[src/rtl/duo_spi_pkg.sv]
// Shared types and control-word field positions for the dual-lane SPI master.
// Assumes a 32-bit control word and transmit/receive words of 32 bits.
package duo_spi_pkg;
    localparam int CTL_WIDE_BIT = 21;
    localparam int CTL_DIR_BIT  = 20;
    localparam int CTL_PAIR_BIT = 16;
    localparam int CTL_DIV_LSB  = 8;
    localparam int DIV_W        = 8;

    typedef enum logic [1:0] {
        XFER_SINGLE = 2'd0,
        XFER_PAIR   = 2'd1,
        XFER_WIDE   = 2'd2
    } xfer_mode_e;

    typedef struct packed {
        xfer_mode_e mode;
        logic       drive_out;
        logic [1:0] len;
    } xfer_cfg_t;

    // Word length in bits for a 2-bit length code (8, 16, 24 or 32).
    function automatic logic [5:0] word_bits(input logic [1:0] len);
        return 6'(({4'd0, len} + 6'd1) << 3);
    endfunction
endpackage

[src/rtl/duo_spi_tick.sv]
// Half-period tick generator: while run is high, pulses tick once every
// div+1 clock cycles. The count restarts from zero whenever run is low.
module duo_spi_tick #(
    parameter int DW = 8
) (
    input  logic          clk,
    input  logic          rst_n,
    input  logic          run,
    input  logic [DW-1:0] div,
    output logic          tick
);
    logic [DW-1:0] cnt_q;

    assign tick = run && (cnt_q == div);

    // Count cycles within one half-period of the serial clock.
    always_ff @(posedge clk) begin
        if (!rst_n || !run || tick) cnt_q <= '0;
        else                        cnt_q <= cnt_q + 1'b1;
    end
endmodule

[src/rtl/duo_spi_lane.sv]
// One shift lane: an MSB-aligned transmit register and an LSB-filled receive
// register. In wide mode both registers move two bits per step.
// Assumes the caller never steps transmit and receive in the same cycle.
module duo_spi_lane #(
    parameter int W = 32
) (
    input  logic         clk,
    input  logic         rst_n,
    input  logic         load,
    input  logic [W-1:0] load_word,
    input  logic         tx_step,
    input  logic         rx_step,
    input  logic         wide,
    input  logic [1:0]   sin,
    output logic [1:0]   top,
    output logic [W-1:0] rx_word
);
    logic [W-1:0] tx_q;
    logic [W-1:0] rx_q;

    assign top     = tx_q[W-1:W-2];
    assign rx_word = rx_q;

    // Transmit shifter: load on start, advance on each falling serial edge.
    always_ff @(posedge clk) begin
        if (!rst_n)       tx_q <= '0;
        else if (load)    tx_q <= load_word;
        else if (tx_step) tx_q <= wide ? {tx_q[W-3:0], 2'b00} : {tx_q[W-2:0], 1'b0};
    end

    // Receive shifter: clear on start, take new bits on each rising serial edge.
    always_ff @(posedge clk) begin
        if (!rst_n || load) rx_q <= '0;
        else if (rx_step)   rx_q <= wide ? {rx_q[W-3:0], sin} : {rx_q[W-2:0], sin[0]};
    end

    // data changes and sampling never share a cycle.
    assert_step_exclusive_R4: assert property (@(posedge clk) disable iff (!rst_n)
        !(tx_step && rx_step));
    // a new frame never shifts in its loading cycle.
    assert_load_no_step_R2: assert property (@(posedge clk) disable iff (!rst_n)
        load |-> !tx_step && !rx_step);
endmodule

[src/rtl/duo_spi_master.sv]
// Dual-lane SPI master, serial clock idle low. Latches the control and
// transmit words on an accepted start, runs a frame of 2B+1 half-periods,
// and steers two lane shifters to the pads by mode.
// Assumes WORD_W >= 32 so that every length code fits.
module duo_spi_master
    import duo_spi_pkg::*;
#(
    parameter int WORD_W = 32
) (
    input  logic              clk,
    input  logic              rst_n,
    input  logic [31:0]       ctrl,
    input  logic [WORD_W-1:0] tx_word0,
    input  logic [WORD_W-1:0] tx_word1,
    input  logic              start,
    output logic [WORD_W-1:0] rx_word0,
    output logic [WORD_W-1:0] rx_word1,
    output logic              busy,
    output logic              done,
    output logic              sclk,
    output logic              ss_n,
    output logic [1:0]        sd_o,
    output logic [1:0]        sd_oe,
    input  logic [1:0]        sd_i,
    input  logic [1:0]        miso_i
);
    localparam int HP_W  = $clog2(2 * WORD_W + 2);
    localparam int SH_W  = $clog2(WORD_W + 1);
    localparam int LANES = 2;

    xfer_cfg_t          cfg_d, cfg_q;
    logic [5:0]         nbits_d;
    logic [HP_W-1:0]    last_hp_d, last_hp_q, hp_q;
    logic [SH_W-1:0]    align_sh;
    logic [DIV_W-1:0]   div_q;
    logic               busy_q, ss_n_q, sclk_q, done_q;
    logic               tick, accept, at_end, rx_step, tx_step, wide_q;
    logic [1:0]         oe_raw, dat_raw;
    logic [1:0]         lane_top  [LANES];
    logic [WORD_W-1:0]  lane_rx   [LANES];
    logic [WORD_W-1:0]  lane_load [LANES];
    logic [1:0]         lane_sin  [LANES];
    logic               lane_rx_en[LANES];
    logic               ctrl_unused;

    // Decode the control word presented at start.
    always_comb begin
        cfg_d.mode      = ctrl[CTL_WIDE_BIT] ? XFER_WIDE
                        : (ctrl[CTL_PAIR_BIT] ? XFER_PAIR : XFER_SINGLE);
        cfg_d.drive_out = ctrl[CTL_DIR_BIT];
        cfg_d.len       = ctrl[1:0];
        nbits_d         = word_bits(ctrl[1:0]);
        last_hp_d       = (cfg_d.mode == XFER_WIDE) ? HP_W'(nbits_d) : HP_W'({nbits_d, 1'b0});
        align_sh        = SH_W'(WORD_W) - SH_W'(nbits_d);
    end

    assign accept  = start && !busy_q;
    assign at_end  = (hp_q == last_hp_q);
    assign rx_step = tick && !at_end && !hp_q[0];
    assign tx_step = tick && !at_end && hp_q[0] && ((hp_q + HP_W'(1)) != last_hp_q);
    assign wide_q  = (cfg_q.mode == XFER_WIDE);

    duo_spi_tick #(.DW(DIV_W)) u_tick (
        .clk  (clk),
        .rst_n(rst_n),
        .run  (busy_q),
        .div  (div_q),
        .tick (tick)
    );

    // Hold the frame configuration from start until the frame ends.
    always_ff @(posedge clk) begin
        if (!rst_n) begin
            cfg_q     <= '0;
            div_q     <= '0;
            last_hp_q <= '0;
        end else if (accept) begin
            cfg_q     <= cfg_d;
            div_q     <= ctrl[CTL_DIV_LSB +: DIV_W];
            last_hp_q <= last_hp_d;
        end
    end

    // Frame sequencer: select, half-period count, serial clock and done pulse.
    always_ff @(posedge clk) begin
        if (!rst_n) begin
            busy_q <= 1'b0;
            ss_n_q <= 1'b1;
            sclk_q <= 1'b0;
            done_q <= 1'b0;
            hp_q   <= '0;
        end else begin
            done_q <= 1'b0;
            if (accept) begin
                busy_q <= 1'b1;
                ss_n_q <= 1'b0;
                hp_q   <= '0;
            end else if (tick) begin
                if (at_end) begin
                    busy_q <= 1'b0;
                    ss_n_q <= 1'b1;
                    done_q <= 1'b1;
                end else begin
                    hp_q   <= hp_q + HP_W'(1);
                    sclk_q <= !hp_q[0];
                end
            end
        end
    end

    assign lane_load[0]  = tx_word0 << align_sh;
    assign lane_load[1]  = tx_word1 << align_sh;
    assign lane_sin[0]   = wide_q ? sd_i : {1'b0, miso_i[0]};
    assign lane_sin[1]   = {1'b0, miso_i[1]};
    assign lane_rx_en[0] = !(wide_q && cfg_q.drive_out);
    assign lane_rx_en[1] = (cfg_q.mode == XFER_PAIR);

    for (genvar k = 0; k < LANES; k++) begin : g_lane
        duo_spi_lane #(.W(WORD_W)) u_lane (
            .clk      (clk),
            .rst_n    (rst_n),
            .load     (accept),
            .load_word(lane_load[k]),
            .tx_step  (tx_step),
            .rx_step  (rx_step && lane_rx_en[k]),
            .wide     (wide_q),
            .sin      (lane_sin[k]),
            .top      (lane_top[k]),
            .rx_word  (lane_rx[k])
        );
    end

    // Steer lane outputs and enables to the two pads by mode.
    always_comb begin
        unique case (cfg_q.mode)
            XFER_WIDE: begin
                oe_raw  = cfg_q.drive_out ? 2'b11 : 2'b00;
                dat_raw = lane_top[0];
            end
            XFER_PAIR: begin
                oe_raw  = 2'b11;
                dat_raw = {lane_top[1][1], lane_top[0][1]};
            end
            default: begin
                oe_raw  = 2'b01;
                dat_raw = {1'b0, lane_top[0][1]};
            end
        endcase
    end

    assign sd_oe    = busy_q ? oe_raw : 2'b00;
    assign sd_o     = dat_raw & sd_oe;
    assign rx_word0 = lane_rx[0];
    assign rx_word1 = lane_rx[1];
    assign busy     = busy_q;
    assign done     = done_q;
    assign sclk     = sclk_q;
    assign ss_n     = ss_n_q;

    assign ctrl_unused = ^{ctrl[31:22], ctrl[19:17], ctrl[7:2], lane_top[1][0]};

    // idle means select high, clock low, pads released.
    assert_idle_pins_R1: assert property (@(posedge clk) disable iff (!rst_n)
        !busy |-> ss_n && !sclk && (sd_oe == 2'b00));
    // done lasts one cycle.
    assert_done_single_R9: assert property (@(posedge clk) disable iff (!rst_n)
        done |=> !done);
    // done coincides with the select having just risen.
    assert_done_on_release_R9: assert property (@(posedge clk) disable iff (!rst_n)
        done |-> ss_n && $past(!ss_n));
    // select only rises with the serial clock already low.
    assert_clk_low_at_release_R9: assert property (@(posedge clk) disable iff (!rst_n)
        $rose(ss_n) |-> !sclk);
    // configuration stays frozen through a frame.
    assert_cfg_frozen_R10: assert property (@(posedge clk) disable iff (!rst_n)
        busy && $past(busy) |-> $stable(cfg_q) && $stable(div_q));
    // wide receive never drives the pads.
    assert_wide_in_released_R8: assert property (@(posedge clk) disable iff (!rst_n)
        busy && (cfg_q.mode == XFER_WIDE) && !cfg_q.drive_out |-> sd_oe == 2'b00);
endmodule

[config.mk]
export PLATFORM = sky130hd
export DESIGN_NAME = duo_spi_master
export DESIGN_NICKNAME = d
export VERILOG_FILES = /design/src/rtl/duo_spi_pkg.sv /design/src/rtl/duo_spi_tick.sv /design/src/rtl/duo_spi_lane.sv /design/src/rtl/duo_spi_master.sv
export SDC_FILE = /design/constraint.sdc
export NUM_CORES = 1
export LEC_CHECK = 0
export ABC_AREA = 1
export BUFFER_PORTS_ARGS = -buffer_cell sky130_fd_sc_hd__clkbuf_2
export CAP_MARGIN = 20
export CELL_PAD_IN_SITES_DETAIL_PLACEMENT = 0
export CELL_PAD_IN_SITES_GLOBAL_PLACEMENT = 1
export CORE_MARGIN = 5
export CORE_UTILIZATION = 39
export DETAILED_ROUTE_END_ITERATION = 8
export HOLD_SLACK_MARGIN = 0.12
export PLACE_DENSITY_LB_ADDON = 0.08
export SLEW_MARGIN = 20
export SYNTH_ARGS = -nofsm -noshare
export SYNTH_HDL_FRONTEND = slang
export SYNTH_SLANG_ARGS = --single-unit
export TNS_END_PERCENT = 100
[constraint.sdc]
create_clock -name clk -period 2.19 [get_ports clk]
set_input_delay 0.1095 -clock clk [delete_from_list [all_inputs] [get_ports clk]]
set_output_delay 0.1095 -clock clk [all_outputs]
set_load 0.005 [all_outputs]
After elaboration in Yosys (flattened, before gate mapping)
Index checks and enable logic that the tools add are counted.
W data, S select, Z words.
{"block": "word_totals", "word_cells": 79, "reg_bits": 165}
{"block": "op_classes", "eq_ne": 6, "shift": 2, "n_reduce_logical": 25, "add_sub_neg": 4, "bitwise_logic": 5, "mux": 23}
{"operator": "$mux W32", "n": 8}
{"operator": "$shl A32 B6 Y32", "n": 2}
{"operator": "$logic_and A1 B1 Y1", "n": 9}
{"operator": "$add A8 B1 Y8 const B", "n": 1}
{"operator": "$eq A8 B8 Y1", "n": 1}
{"operator": "$mux W1", "n": 8}
{"operator": "$mux W2", "n": 4}
{"operator": "$pmux W2 S2", "n": 2}
{"operator": "$add A7 B1 Y7 const B", "n": 1}
{"operator": "$eq A7 B7 Y1", "n": 1}
{"operator": "$mux W7", "n": 1}
{"operator": "$ne A7 B7 Y1", "n": 1}
{"operator": "$reduce_bool A2 Y1", "n": 3}
{"operator": "$sub A6 B6 Y6 const A", "n": 1}
{"operator": "$logic_not A1 Y1", "n": 5}
{"operator": "$eq A2 B2 Y1 const B", "n": 2}
{"operator": "$not A1 Y1", "n": 4}
{"operator": "$reduce_and A2 Y1", "n": 2}
{"operator": "$add A2 B1 Y3 const B", "n": 1}
{"operator": "$logic_or A1 B1 Y1", "n": 3}
{"operator": "$reduce_and A3 Y1", "n": 1}
{"operator": "$reduce_or A3 Y1", "n": 1}
{"operator": "$and A2 B2 Y2", "n": 1}
{"operator": "$eq A2 B1 Y1 const B", "n": 1}
{"operator": "$reduce_or A2 Y1", "n": 1}

Logic depth before layout (Yosys ltp)
{"block": "depth", "ltp_word": 7, "mapped_depth": 15, "depth_no_buf": 14}

By module
Synthesis repeated with hierarchy kept, for this count alone.
{"block": "hier_totals", "cells_unflattened": 1477, "area_unflattened_um2": 9441.6}
{"mod": "duo_spi_lane", "area_each_um2": 3264.4, "seq_area_each_um2": 1281.2, "n_inst": 2, "cells_each": 489}
{"mod": "duo_spi_master", "area_each_um2": 2384.8, "seq_area_each_um2": 520.5, "n_inst": 1, "cells_each": 415}
{"mod": "duo_spi_tick", "area_each_um2": 528.0, "seq_area_each_um2": 160.2, "n_inst": 1, "cells_each": 84}

Least setup slack after synthesis
Ideal clock, no wire load.
{"block": "synth_timing", "kind": "reg-to-reg", "from": "register hp_q[0]", "to": "register g_lane[0].u_lane.tx_q[10]", "n_path_buf": 1, "t_required_ns": 2.077, "path_stages_with_launch": 14, "setup_time_ns": 0.113, "arrival_time_ns": 1.767, "period_less_slack_ns": 1.879, "setup_slack_ns": 0.311, "path_cell_list": "dfxtp_1 > ha_1 > nand2_1 > nor2_1 > nand3_1 > nand2_1 > nand2_1 > nand2_1 > nand3_1 > nand2_2 > nand2_4 > buf_2 > nor2_1 > nor2_1"}
{"block": "synth_via", "elab_chain_cells": 6, "elab_cells_between_ends": 8, "cone_classes": "1 x add/sub; 2 x eq/ne; 5 x reduce/logical"}
{"element": "start: declaration", "line": "duo_spi_master.sv:33", "source": "logic [HP_W-1:0] last_hp_d, last_hp_q, hp_q;"}
{"element": "start signal: assignment", "line": "duo_spi_master.sv:104", "source": "hp_q <= hp_q + HP_W'(1);"}
{"element": "branches (longest 4 deep; another with $add A7 B1 Y7)"}
{"element": "$logic_and A1 B1 Y1 *", "line": "duo_spi_master.sv:60", "source": "assign tx_step = tick && !at_end && hp_q[0] && ((hp_q + HP_W'(1)) != last_hp_q);"}
{"element": "$reduce_bool A2 Y1 (no source line) *"}
{"element": "end signal: assignment", "line": "duo_spi_lane.sv:27", "source": "else if (load) tx_q <= load_word;"}
{"element": "end signal: assignment", "line": "duo_spi_lane.sv:28", "source": "else if (tx_step) tx_q <= wide ? {tx_q[W-3:0], 2'b00} : {tx_q[W-2:0], 1'b0};"}
{"element": "end: declaration", "line": "duo_spi_lane.sv:18", "source": "logic [W-1:0] tx_q;"}
Every way passes the cells marked *.
A chain may end at the register's enable or synchronous reset.

Worst setup path after layout
{"block": "layout_timing", "from": "input port ctrl[1]", "to": "register g_lane[1].u_lane.tx_q[31]"}
{"block": "layout_via", "elab_chain_cells": 4}
{"element": "start: declaration", "line": "duo_spi_master.sv:12", "source": "input logic [31:0] ctrl,"}
{"element": "$add A2 B1 Y3", "line": "duo_spi_pkg.sv:24", "source": "return 6'(({4'd0, len} + 6'd1) << 3);"}
{"element": "$sub A6 B6 Y6", "line": "duo_spi_master.sv:54", "source": "align_sh = SH_W'(WORD_W) - SH_W'(nbits_d);"}
{"element": "$shl A32 B6 Y32", "line": "duo_spi_master.sv:112", "source": "assign lane_load[1] = tx_word1 << align_sh;"}
{"element": "$mux W32", "line": "duo_spi_lane.sv:27"}
{"element": "end signal: assignment", "line": "duo_spi_lane.sv:27"}
{"element": "end signal: assignment", "line": "duo_spi_lane.sv:28"}
{"element": "end: declaration", "line": "duo_spi_lane.sv:18"}
Every way passes these cells.

==> flow_summary_export.csv <==
group,metric,value,unit
sta,whs,0.155,ns
routing,drc,0,
routing,drt_iter0_drc,622,
routing,wire_per_inst,14.2,um
floorplanning,boundaryPins,175,
clock_network,cts_tree,"yes",
synth,ys_seq_elements,162,
global_route,grt_pass1_wl,45.0,mm
sta,hold_viol_final,0,
clock_network,post_cts_buffers,0,
finish,drive_above_1_share,17.2,%
power_and_ir_drop,cellPowerDensity,707,nW/um^2
critical_path,critPathMostFrequentCell,"nor2_1",
synth,ys_seq_area_share,35.5,%
critical_path,crit_chain,"dlygate4sd3_1 > clkbuf_2 > ha_1 > nand2_1 > inv_1 > nor2_2 > inv_2 > buf_4 > nor2_1 > o22ai_1 > a21oi_1 > nor2_1",
power_and_ir_drop,p_leak,4.90,nW
clock_network,cts_buffer_depth,2,
synth,synthesis.area,9140,sq um
routing,vias,9744,
place,dp_cells,1904,
power_and_ir_drop,power,8.02,mW
critical_path,cp_slowest_stage_delay,0.53,ns
power_and_ir_drop,p_int,5.58,mW
power_and_ir_drop,pwr-share-clk,40.2,%
finish,final_util,48.8,%
clock_network,clkSinkCount,162,
floorplanning,num_rows,56,
finish,final_common_cell,"nand2_1",
sta,max_freq,481,MHz
place,portBuffers,155,
finish,n_fill_cell,2505,
place,place_area,10400,sq um
floorplanning,core,23300,sq um
floorplanning,fp.dieW,163,um
finish,final_cell_mix,"302 x nand2_1, 279 x nor2_1, 217 x o21ai_0",
global_route,antenna_found_initial,0,
synth,synth_area_per_cell,6.18,sq um
clock_network,path_clk_slew,0.07,ns
run,max-cap-violations,0,
global_route,gr-total-overflow,0,
clock_network,cts_buffers,17,
critical_path,arrival,2.40,ns
clock_network,root_buffer,"clkbuf_16",
critical_path,cp-start-kind,"input port",
synth,syn_nets,1587,
global_route,grt_usage,20.6,%
critical_path,crit_slowest_cell,"dlygate4sd3_1",
synth,syn_inst,1478,
critical_path,path_depth,12,
critical_path,required,2.51,ns
place,finalWeightedCongestion,0.886,
sta,finalCritPeriodShare,95.0,%
floorplanning,start_util,39.3,%
global_route,grt_max_degree,71,
power_and_ir_drop,share_comb_of_total_power,19.8,%
clock_network,ctsHtreeMaxLevel,4,
place,dp_hpwl,19.0,mm
power_and_ir_drop,swShare,30.4,%
routing,first_pass_iters,5,
sta,finalClockSkew,0.0129,ns
sta,slew_violations,0,
finish,area_delta_synth_final,24.2,%
power_and_ir_drop,vdd.ir_drop.worst,0.000333,V
power_and_ir_drop,power_frac_seq,40.0,%
synth,synth.distinct_cells,34,
sta,maxSlewHeadroom,48.7,%
sta,rsz0062_at_grt,"yes",
routing,routed_wl,27.8,mm
power_and_ir_drop,p_sw,2.44,mW
worst_hold_path,min_path_type,"in2reg",
finish,stdcell_count,1959,
worst_hold_path,hold_depth,5,
clock_network,clock_latency,0.43,ns
sta,fin_crit,2.08,ns
finish,num-nets-final,1736,
finish,n_antenna_cell,0,
critical_path,crit_fanout,4,
outcome,status,"finished clean",
critical_path,crit_buf_inv,5,
floorplanning,dieArea,26600,sq um
routing,antenna_left,0,
critical_path,path_delay_family,"buffers and inverters",
sta,setup_violations,0,
global_route,grt_pass1_vias,8984,
synth,yosys_warnings,0,
floorplanning,die_h,163,um
finish,fin_area,11300,sq um
critical_path,reg2reg_depth,9,
critical_path,cp-end-kind,"flip-flop",
sta,worst_slew_pin_slew,0.769,ns
critical_path,critical_path_class,"in2reg",
routing,routed_via_density,4.97,
[worst register-to-register path, delay by kind of cell, from the launching register on]
kind | cells | cell delay, ns
AO/OA/AOI/OAI | 1 | 0.08
flip-flops | 1 | 0.34
adder cells (fa/ha/maj) | 1 | 0.20
buffers and inverters | 4 | 1.07
AND/OR/NAND/NOR | 3 | 0.26
[layout make-up]
cell class / count / area [sq um] / share of cell area, %
multi-input combinational: 1066 / 4920 / 43.4
timing repair buffer: 229 / 1570 / 13.9
clock inverter: 14 / 191 / 1.69
tap: 319 / 399 / 3.52
clock buffer: 18 / 429 / 3.78
inverter: 151 / 577 / 5.08
sequential: 162 / 3250 / 28.7
[synthesized netlist by cell type (all sizes together)]
cell    count  area share, %
nor3        3           0.16
o21ai     234             13
a22o        1          0.096
nor2      287             12
and2        1          0.069
a211oi      1          0.082
inv       151            6.2
clkbuf     57            2.3
buf        42            2.8
o22ai      44            3.0
o221ai     11            1.1
a31oi       3           0.21
ha          6           0.82
o211ai      1          0.082
dfxtp     162             35
or2         9           0.62
a32o        4           0.44
o21a        3           0.25
mux2i       1           0.11
nand3      46            2.5
o32ai       2           0.19
nand3b      4           0.33
nand2     308             13
xor2        2           0.19
a21oi      95            5.2
[per-stage QoR]
| stage | TNS [ns] | setup slack [ns] |
|---|---|---|
| CTS | 0 | 0.0102 |
| floorplan | 0 | 0.311 |
| finish | 0 | 0.109 |
| global placement | 0 | 0.0726 |
| detailed placement | 0 | 0.0538 |
| global route | -0.0549 | -0.0308 |
[final timing paths]
check                                startpoint                          end  slack [ns]
worst max register to register         cfg_q[3]  g_lane[0].u_lane.rx_word[0]        0.19
worst max-delay path                    ctrl[1]    g_lane[1].u_lane.tx_q[31]        0.11
worst min register to register  u_tick.cnt_q[0]              u_tick.cnt_q[0]        0.45
worst min-delay path                tx_word1[3]     g_lane[1].u_lane.tx_q[3]        0.15
[flip-flops by register name, summed over array words and instances (netlist names), 3 cells and up]
signal                 flops
u_tick.cnt_q               8
div_q                      8
hp_q                       7
last_hp_q                  4
g_lane.u_lane.rx_word     64
cfg_q                      3
g_lane.u_lane.tx_q        64
[logic make-up (layout without fill, tap and decap cells)]
group,Yosys count,count (layout),share of synthesized area (%)
and+or+nand+nor,658,658,28.6
AOI/OAI and AO/OA,399,399,23.4
buffers and inverters,250,412,11.4
DFF,162,162,35.5
adders and majority gates,6,6,0.822
xor gates and xnor gates,2,2,0.192
muxes,1,1,0.110
[power by group through the flow]
stage / Sequential [mW] / Clock [mW] / Combinational [mW]
after floorplan: 3.25 / 0 / 1.04
after global placement: 3.27 / 0 / 1.52
after detailed placement: 3.27 / 0 / 1.53
after CTS: 3.21 / 3.32 / 1.57
after global routing: 3.23 / 3.44 / 1.81
final: 3.21 / 3.23 / 1.59
[layer usage]
layer / GRT usage, % / vias up / wire length (um)
met5: 0 / - / 0
met4: 5.76 / 0 / 462
met3: 3.53 / 25 / 1240
met2: 35.3 / 228 / 13200
met1: 26.9 / 4405 / 12900
li1: - / 5086 / -
[repair_timing]
item	CTS	global route
endpoints found under the hold margin	24	0
endpoints found under the setup margin	0	112
hold buffers	23	0
gates resized for setup	0	28
(Power assumes the default switching activity.)
